$ cat src/rtl/lrs_pkg.sv
package lrs_pkg;
    typedef enum logic [2:0] {
        ST_IDLE,
        ST_PROBE,
        ST_WBACK,
        ST_INVAL,
        ST_READ,
        ST_WRITE
    } seq_state_e;
endpackage

$ cat src/rtl/lrs_purge_dec.sv
// Chooses the purge path from the cache lookup result.
module lrs_purge_dec (
    input  logic hit_i,
    input  logic dirty_i,
    output logic need_wb_o,
    output logic need_inval_o
);
    always_comb begin
        need_wb_o    = hit_i && dirty_i;
        need_inval_o = hit_i;
    end
endmodule

$ cat src/rtl/lrs_byte_op.sv
// Zero test and flag-bit set on the byte returned by the locked read.
module lrs_byte_op #(
    parameter int DW      = 8,
    parameter int SET_BIT = 7
) (
    input  logic [DW-1:0] rd_i,
    output logic          zero_o,
    output logic [DW-1:0] set_o
);
    localparam logic [DW-1:0] SET_MASK = {{(DW-1){1'b0}}, 1'b1} << SET_BIT;

    always_comb begin
        zero_o = (rd_i == '0);
        set_o  = rd_i | SET_MASK;
    end
endmodule

$ cat src/rtl/lockrmw_seq.sv
module lockrmw_seq
    import lrs_pkg::*;
#(
    parameter int AW      = 32,
    parameter int DW      = 8,
    parameter int SET_BIT = 7
) (
    input  logic          clk,
    input  logic          rst_n,
    input  logic          start_i,
    input  logic [AW-1:0] addr_i,
    input  logic          uncached_i,
    output logic          probe_en_o,
    output logic [AW-1:0] probe_addr_o,
    input  logic          probe_hit_i,
    input  logic          probe_dirty_i,
    output logic          wb_req_o,
    input  logic          wb_ack_i,
    output logic          inval_o,
    output logic          mem_req_o,
    output logic          mem_we_o,
    output logic [AW-1:0] mem_addr_o,
    output logic [DW-1:0] mem_wdata_o,
    input  logic [DW-1:0] mem_rdata_i,
    input  logic          mem_ack_i,
    output logic          mem_lock_o,
    output logic          busy_o,
    output logic          done_o,
    output logic          t_o
);
    typedef struct packed {
        seq_state_e    state;
        logic [AW-1:0] addr;
        logic [DW-1:0] wdata;
        logic          t;
        logic          done;
    } seq_s;

    seq_s q, d;

    logic          need_wb, need_inval;
    logic          rd_zero;
    logic [DW-1:0] rd_set;

    lrs_purge_dec i_purge (
        .hit_i        (probe_hit_i),
        .dirty_i      (probe_dirty_i),
        .need_wb_o    (need_wb),
        .need_inval_o (need_inval)
    );

    lrs_byte_op #(.DW(DW), .SET_BIT(SET_BIT)) i_byte (
        .rd_i   (mem_rdata_i),
        .zero_o (rd_zero),
        .set_o  (rd_set)
    );

    // Next-state computation
    always_comb begin
        d      = q;
        d.done = 1'b0;
        unique case (q.state)
            ST_IDLE: begin
                if (start_i) begin
                    d.addr  = addr_i;
                    d.state = uncached_i ? ST_READ : ST_PROBE;
                end
            end
            ST_PROBE: begin
                if (need_wb)         d.state = ST_WBACK;
                else if (need_inval) d.state = ST_INVAL;
                else                 d.state = ST_READ;
            end
            ST_WBACK: if (wb_ack_i) d.state = ST_INVAL;
            ST_INVAL: d.state = ST_READ;
            ST_READ: begin
                if (mem_ack_i) begin
                    d.t     = rd_zero;
                    d.wdata = rd_set;
                    d.state = ST_WRITE;
                end
            end
            ST_WRITE: begin
                if (mem_ack_i) begin
                    d.done  = 1'b1;
                    d.state = ST_IDLE;
                end
            end
            default: d.state = ST_IDLE;
        endcase
    end

    always_ff @(posedge clk) begin
        if (!rst_n) begin
            q.state <= ST_IDLE;
            q.addr  <= '0;
            q.wdata <= '0;
            q.t     <= 1'b0;
            q.done  <= 1'b0;
        end else begin
            q <= d;
        end
    end

    // Outputs decoded from the registered state
    always_comb begin
        probe_en_o   = (q.state == ST_PROBE);
        probe_addr_o = q.addr;
        wb_req_o     = (q.state == ST_WBACK);
        inval_o      = (q.state == ST_INVAL);
        mem_req_o    = (q.state == ST_READ) || (q.state == ST_WRITE);
        mem_we_o     = (q.state == ST_WRITE);
        mem_addr_o   = q.addr;
        mem_wdata_o  = q.wdata;
        mem_lock_o   = mem_req_o;
        busy_o       = (q.state != ST_IDLE);
        done_o       = q.done;
        t_o          = q.t;
    end
endmodule

$ cat config.mk
export PLATFORM = sky130hd
export DESIGN_NAME = lockrmw_seq
export DESIGN_NICKNAME = d
export VERILOG_FILES = /design/src/rtl/lrs_pkg.sv /design/src/rtl/lrs_purge_dec.sv /design/src/rtl/lrs_byte_op.sv /design/src/rtl/lockrmw_seq.sv
export SDC_FILE = /design/constraint.sdc
export NUM_CORES = 1
export LEC_CHECK = 0
export BUFFER_PORTS_ARGS = -buffer_cell sky130_fd_sc_hd__buf_2
export CORE_AREA = 4 4 88 90
export CTS_CLUSTER_SIZE = 12
export DETAILED_ROUTE_END_ITERATION = 6
export DIE_AREA = 0 0 92 94
export GPL_ROUTABILITY_DRIVEN = 0
export GPL_TIMING_DRIVEN = 1
export PLACE_DENSITY = 0.71
export SYNTH_ARGS = -nofsm -noshare
export SYNTH_HDL_FRONTEND = slang
export SYNTH_SLANG_ARGS = --single-unit
$ cat constraint.sdc
create_clock -name clk -period 1.4 [get_ports clk]
set_clock_uncertainty 0.2 [all_clocks]
set_input_delay 0.21 -clock clk [delete_from_list [all_inputs] [get_ports clk]]
set_output_delay 0.21 -clock clk [all_outputs]
set_load 0.01 [all_outputs]
* Word-level counts from Yosys, hierarchy flattened *
Index checks and enable logic that the tools add are counted.

cells by class
  equality and inequality tests = 9
  muxes and demuxes = 9
  reduce and logical (&&, ||, !) cells = 9

operator list
  kind                                                   number
  2-to-1 mux 35 bit                                      1
  2-to-1 mux 3 bit                                       6
  one-hot mux 3 bit (6 select lines)                     1
  logical NOT 8 bit                                      1
  equality test 3 x 2 -> 1 bit, second input constant    2
  equality test 3 bit, second input constant             2
  AND reduction 2 bit                                    3
  inequality test 2 x 1 -> 1 bit, second input constant  2
  inequality test 2 bit, second input constant           2
  AND reduction 4 bit                                    1
  equality test 3 x 1 -> 1 bit, second input constant    1
  logical NOT 3 bit                                      1
  nonzero test 3 bit                                     1
  logical AND 1 bit                                      1
  logical OR 1 bit                                       1
  2-to-1 mux 1 bit                                       1

word-level totals
  logic and storage cells = 32
  register bits = 45
  bits of input ports = 48
  output and inout bits = 81

* Logic depth before layout (Yosys ltp) *
Gate-level depths: netlist of run 1.

  word-level depth = 3
  depth in mapped cells = 7
  mapped depth without buffers = 4

* Modules after synthesis *
From an unflattened synthesis of run 1, not the netlist that was laid out.

unflattened totals
  cell total of the unflattened synthesis = 304
  area total of the unflattened synthesis = 2504.9 um2

by module, submodules not included
  module         seq. area each (um2)  cells each  times used  area an instance (um2)
  lockrmw_seq    900.9                 290         1           2408.6
  lrs_byte_op    0.0                   12          1           82.6
  lrs_purge_dec  0.0                   2           1           13.8

* Worst setup path before layout of run 1 *
No wires, ideal clock.

  kind = register to register
  from = reg q[43] (netlist name)
  to = reg q (netlist bit t_o)
  path buffers = 1
  library setup time = 0.070 ns
  arrival time = 1.125 ns
  period minus slack after synthesis = 1.395 ns
  stages on the path, launching flop included = 6
  required time = 1.130 ns
  slack = 0.005 ns
  cell sequence = dfxtp_1 buf_6 nor2b_4 nor3b_4 nand3_1 a21boi_1

between the ends
  cells in the longest elaborated chain, start to end = 2

ends and longest elaborated chain
  what                                  line               source
  from (decl)                           lockrmw_seq.sv:39  seq_s q, d;
  equality test 3 bit                   lockrmw_seq.sv:62  unique case (q.state)
  AND reduction 2 bit (no source line)  n/a

No other way between the ends.
A chain may end at the register's enable or synchronous reset.

* Final worst setup path of run 1 *
  from = reg q[43] (netlist name)
  to = out mem_we_o

between the ends
  cells in the longest elaborated chain, start to end = 1

ends and longest elaborated chain
  what                 line                source
  equality test 3 bit  lockrmw_seq.sv:112  mem_we_o = (q.state == ST_WRITE);
  to (decl)            lockrmw_seq.sv:21   output logic mem_we_o,

No other way between the ends.

==> results of run 1 <==
-- cell usage after synthesis (2+ instances only) --
library cell  count  area, um2
nand2b_1          4       25.0
clkbuf_1          7       26.3
nor3_1            2       10.0
a21boi_1         40        300
o32ai_1           2       17.5
a21oi_1           4       20.0
buf_4            77        578
dfxtp_1          45        901
buf_2             3       15.0
nand2_1          82        308
and2_1            2       12.5
nor2b_1           2       12.5
o21a_1            2       15.0
nor4_1            2       12.5
nor2_1            2       7.51
inv_1             4       15.0
-- critical path: stages, from the launching register on --
cell and delay [ns]:
dfxtp_4 0.37, buf_6 0.12, nor2b_4 0.14, and2_4 0.16, buf_6 0.10
-- power by group through the flow --
stage          logic, uW  registers, uW  clock network (uW)
3_5_place_dp         812           1480                   0
4_1_cts              913           1450                 988
3_3_place_gp         802           1470                   0
2_1_floorplan        676           1470                   0
6_report            1150           1450                 942
5_1_grt             1240           1470                1040
-- metal layers --
layer	part of all wire	vias up	track usage	routed length, um
met5	0	-	0	0
met1	0.40	1005	0.142	2500
li1	-	1076	-	-
met3	0.055	7	0.0296	346
met2	0.54	72	0.249	3410
met4	0.0098	0	0.0371	62
-- final cells by class --
type,instances,area share
timing repair buffer,189,0.370
multi-input combinational,154,0.306
sequential,45,0.255
tap,99,0.0348
clock buffer,5,0.0193
clock inverter,2,0.00983
inverter,4,0.00492
-- cell usage in the layout, fill, tap and decap left out, types with 2 or more instances in the layout --
cell,netlist,layout
nand2_2,0,4
o21a_1,2,2
o32ai_1,2,2
a21boi_1,40,22
nor2b_1,2,2
and2_4,0,2
a21oi_1,4,4
buf_6,1,8
buf_4,77,7
nand2_1,82,57
a21boi_2,0,18
buf_12,0,2
dfxtp_4,0,2
inv_1,4,3
nor4_1,2,2
nor2_1,2,2
dlygate4sd3_1,0,41
clkbuf_8,0,5
nand2_4,0,21
nand2b_1,4,4
dfxtp_1,45,42
buf_2,3,127
clkbuf_16,0,3
-- per-stage QoR --
stage / setup WS [ns] / hold slack, ns / total power [uW] / setup TNS, ns
floorplan: 0.00496 / 0.145 / 2140 / 0
global placement: -0.00254 / 0.243 / 2270 / -0.00254
detailed placement: -0.0517 / 0.246 / 2290 / -0.579
CTS: -0.189 / 0.00172 / 3350 / -2.43
global route: -0.254 / 0.0118 / 3760 / -9.85
finish: -0.182 / 0.0195 / 3540 / -5.45
-- timing repair --
item                                    in CTS  in global routing
setup buffers                                0                  2
hold endpoints to repair                    41                  0
endpoints found under the setup margin      49                 50
hold buffers                                41                  0
gates cloned                                 1                  4
resized for setup                           13                 71
pin swaps                                    3                 43
-- flip-flops by register name (all words and copies together), names as in the netlist --
signal / count
t_o: 1
mem_addr_o: 32
q: 3
done_o: 1
mem_wdata_o: 8
-- worst paths after layout --
kind | slack (ns) | to | depth (start not counted) | from
min reg2reg | 0.26 | mem_wdata_o[6]$_SDFFE_PN0P_ | 2 | mem_wdata_o[6]$_SDFFE_PN0P_
max reg2reg | -0.16 | mem_addr_o[28]$_SDFFE_PN0P_ | 6 | q[43]$_SDFFE_PN0P_
min | 0.02 | done_o$_SDFF_PN0_ | 2 | mem_ack_i
max | -0.18 | mem_we_o | 4 | q[43]$_SDFFE_PN0P_
-- cell families after synthesis --
group | count (synthesis) | synth area share
AO/OA/AOI/OAI | 51 | 0.158
flip-flops | 45 | 0.377
AND/OR/NAND/NOR | 103 | 0.193
buffers and inverters | 93 | 0.272
==> results.md, run 1 <==
- Slew Limit Fails: 0
- Worst endpoint required time: 0.99 ns
- Synth cell types: 28
- Final-report hold violation count: 0
- Critical Path End Type: primary output
- Starting Density: 0.338
- Sequential Area: 910 um2
- Kind of critical path: reg -> out
- Final setup margin: -0.182 ns
- Sink Count: between 40 and 50
- Layout cells sized above 1: 0.521
- Status: complete, but fails checks
- HP Class: in -> reg
- Area grow syn2layout: 49.2%
- Total vias in the final route: 2160
- DR iter-0 viols: 52
- Core footprint: 0.00706 mm2
- Failing checks: negative setup slack
- P_leak: 0.00178 uW
- Tot GR Track Use: 0.130
- Number of port buffers: 128
- DP Area: 0.00264 mm2
- Mapped cell area: ~0.0024 mm2
- Syn Area/Cell: 8.18 um2
- CTS root buf: clkbuf_8
- Chip Width: 92 um
- Row count: 31
- Post-synthesis sequential area ratio: 0.377
- F_max: 0.632 GHz
- Largest net degree at the start of global routing: 33
- IO Count: 129
- Antenna-violating nets left: 0
- Grt total ovfl: 0
- # H-tree levels: 2
- Maximum clock path buffer count: 2
- Crit Path Max Fanout: 4
- Worst relative slew slack: 0.819
- Final WL: 6.31 mm
- Vias/cell: 4.34
- Crit path time final: approximately 1.6 ns
- Synth async-reset ratio: 0
- Ys Warns: 0
- Area of the multi-input gates: 0.00109 mm2
- Residual DRC: 0
- Maximum capacitance violations: 0
- Initial antenna violation count: 0
- CTS Buf Count: 5
- Reg power frac: 0.410
- NetSw: 1060 uW
- Placed cell count: 443
- DP HPWL: 3.87 mm
- Via count of the first global-routing pass: 2004
- Power Density: 995 mW/mm2
- Clk_lat worst skew: 0.29 ns
- Nets: 447
- Arr. time, crit path: about 1.2 ns
- Clock Pin Slew Worst Setup and Hold Paths: 0.09 ns
- CTS tree: done
- Final setup fails: a little under 50
- First-pass GRT wire length: 9.16 mm
- DR WL/cell: 12.7 um
- Synthesized Nets: 340
- RSZ-0062 raised after global routing: true
- Final core utilization: 0.505
- Ant. Diodes: 0
- #FFs+latches synth: 45
- Sw Ratio: 0.299
- Clk network pwr share: 0.266
- Int Pwr: 2480 uW
- Non-filler cells, final: around 500
- Syn Inst Count: ~300
- IR drop worst, VDD: roughly 0.48 mV
- Tcrit/Tclk final: 1.13
- Logic pwr share: 0.324
- Fill cell count: 673
- Post-synth EDFFs: 0
- Design Area, Final: between 0.003 and 0.004 mm2
- Synth Flop Type: dfxtp_1
- Die H: around 94 um
- Worst slew pin tran: 0.269 ns
- DRT Pass-1 Iters: 4
- Worst setup SP type: flop
- Full die area: 0.00865 mm2
Power figures use the tool's default switching activity.
==> run 2, diff against run 1 <==
--- a/config.mk
+++ b/config.mk
@@ -6,12 +6,14 @@
 export NUM_CORES = 1
 export LEC_CHECK = 0
 export BUFFER_PORTS_ARGS = -buffer_cell sky130_fd_sc_hd__buf_2
+export CAP_MARGIN = 25
 export CORE_AREA = 4 4 88 90
 export CTS_CLUSTER_SIZE = 12
 export DETAILED_ROUTE_END_ITERATION = 6
 export DIE_AREA = 0 0 92 94
 export GPL_ROUTABILITY_DRIVEN = 0
 export GPL_TIMING_DRIVEN = 1
+export MAX_ROUTING_LAYER = met4
 export PLACE_DENSITY = 0.71
 export SYNTH_ARGS = -nofsm -noshare
 export SYNTH_HDL_FRONTEND = slang
==> run 2 against run 1 <==
- the run still ends with negative setup slack left
- design area did not move
- die area did not move
- worst hold slack barely moved
- power barely moved
- clock-buffer cell count did not move
- sequential share of layout area did not move
- sequential cell count did not move
- critical path depth did not move
- via count rose by 0.14%
- first-iteration DRC count did not move
- utilization did not move
- critical path type unchanged
- largest power group unchanged
==> results.md, run 2 (synthesis results as in run 1) <==
- Via count of the first global-routing pass: 2004
- GR Layer Usage met2: 0.249
- Final-report hold violation count: 0
- Most common cell after layout, fill and taps aside: buf_2
- FF-to-FF path depth: 6
- Final setup margin: -0.182 ns
- IO Count: 129
- Die H: 94 um
- Vias/cell: about 4.3
- R2R setup slack: -0.16 ns
- Total vias in the final route: 2163
- Status: complete, but fails checks
- Residual DRC: 0
- Critical path depth: 4
- Placed cell count: 443
- First-pass GRT wire length: 9.16 mm
- Slowest CP cell: dfxtp_4
- Setup crit start: q[43]$_SDFFE_PN0P_
- Sink Count: 45
- HP Class: in -> reg
- Worst endpoint required time: 0.99 ns
- Number of port buffers: 128
- Dpl ws: -0.0517 ns
- Cell mode on critical path: buf_6
- Arr. time, crit path: 1.17 ns
- End point of the critical path: mem_we_o
- Clk_lat worst skew: 0.29 ns
- Non-filler cells, final: 498
- Row count: 31
- Worst slew pin tran: 0.269 ns
- Worst setup SP type: flop
- Failing checks: negative setup slack
- Fill cell count: 673
- CP peak stage delay: 0.37 ns
- DR WL/cell: 12.7 um
- Commonest cells after routing, fill and taps aside: buf_2 (127), nand2_1 (57), dfxtp_1 (42), dlygate4sd3_1 (41), a21boi_1 (22)
- CTS root buf: clkbuf_8
- Antenna-violating nets left: 0
- F_max: 0.632 GHz
- Critical Path End Type: primary output
- Kind of critical path: reg -> out
- Tcrit/Tclk final: 1.13
- Starting Density: 0.338
- CP cell instances: buf_6 -> nor2b_4 -> and2_4 -> buf_6
- Grt total ovfl: 0
- IR drop worst, VDD: 0.477 mV
- Global routing usage on met3: 0.0280
- Max reg flops: 32
- DP HPWL: 3.87 mm
- RSZ-0062 raised after global routing: true
- Global routing's busiest layer: met2
- Ant. Diodes: 0
- DRT Pass-1 Iters: 4
- DR iter-0 viols: 52
- Maximum capacitance violations: 0
- Area grow syn2layout: 49.2%
- Crit path time final: 1.58 ns
- Maximum clock path buffer count: 2
- Crit path max-delay family: flip-flops
- Initial antenna violation count: 0
- Core footprint: 0.00706 mm2
- # H-tree levels: 2
- Nets: 447
- Largest net degree at the start of global routing: 33
- Tot GR Track Use: 0.133
- Clock Pin Slew Worst Setup and Hold Paths: 0.09 ns
- R2R Path End: mem_addr_o[28]$_SDFFE_PN0P_
- Crit Path Max Fanout: 4
- Final setup fails: 49
- Buf+Inv Stages, Crit Path: 2
- Final WL: 6.32 mm
- Worst relative slew slack: 0.819
- Full die area: about 0.0086 mm2
- Slew Limit Fails: 0
- CTS tree: done
- Power Density: between 900 and 1000 mW/mm2
- Chip Width: 92 um
- Layout cells sized above 1: 0.521
- Reg-to-Reg Start: q[43]$_SDFFE_PN0P_
- CTS Buf Count: 5
- P_leak: around 0.0018 uW
- Grt met1 use: 0.143
==> run 2: report_power, final <==
part,internal (uW),switching [uW]
Clock,519,423
Combinational,583,565
Sequential,1380,71.8
==> run 2: layer usage <==
| layer | share of wire | routed length, um | up-vias |
|---|---|---|---|
| li1 | - | - | 1076 |
| met1 | 0.40 | 2500 | 1006 |
| met2 | 0.54 | 3410 | 74 |
| met3 | 0.055 | 345 | 7 |
| met4 | 0.0093 | 59 | 0 |
| met5 | 0 | 0 | - |
==> run 2: how the worst min path moves through the flow <==
stage / slack, ns / cells after the start / start / endpoint
after global routing: 0.01 / 2 / mem_ack_i / done_o$_SDFF_PN0_
after floorplan: 0.14 / 2 / mem_rdata_i[0] / mem_wdata_o[0]$_SDFFE_PN0P_
after detailed placement: 0.25 / 2 / mem_wdata_o[6]$_SDFFE_PN0P_ / mem_wdata_o[6]$_SDFFE_PN0P_
after CTS: 0.002 / 2 / mem_ack_i / done_o$_SDFF_PN0_
after global placement: 0.24 / 2 / t_o$_SDFFE_PN0P_ / t_o$_SDFFE_PN0P_
final: 0.02 / 2 / mem_ack_i / done_o$_SDFF_PN0_
==> run 2: worst reg2reg max path: cells and delay by family (launching register included) <==
kind | cells | cell delay (ns)
simple gates | 3 | 0.47
flops | 1 | 0.37
buf+inv | 2 | 0.32
compound gates | 1 | 0.12
==> run 2: repair_timing <==
action / 4_1_cts / 5_1_grt
setup endpoints to repair: 49 / 50
hold endpoints to repair: 41 / 0
cloned: 1 / 4
pin swaps: 3 / 43
hold buffers: 41 / 0
resized for setup: 13 / 71
setup buffers: 0 / 2
==> run 2: stage by stage <==
stage          hold WS (ns)  TNS (ns)  instance area, um2  total power (uW)   util
4_1_cts             0.00172     -2.43                3200              3350  0.453
2_1_floorplan         0.145         0                2390              2140      -
5_1_grt              0.0118     -9.85                3560              3760  0.505
3_5_place_dp          0.246    -0.579                2640              2290  0.374
6_report             0.0197     -5.45                3560              3540  0.505
3_3_place_gp          0.243  -0.00254                2640              2270  0.374
==> run 2: area by class of cell <==
class | instances | area, um2 | area share
repair buffers | 189 | 1320 | 0.370
multi-input cells | 154 | 1090 | 0.306
flip-flops and latches | 45 | 910 | 0.255
well taps | 99 | 124 | 0.0348
clock buffers | 5 | 68.8 | 0.0193
clock inverters | 2 | 35.0 | 0.00983
inverters | 4 | 17.5 | 0.00492
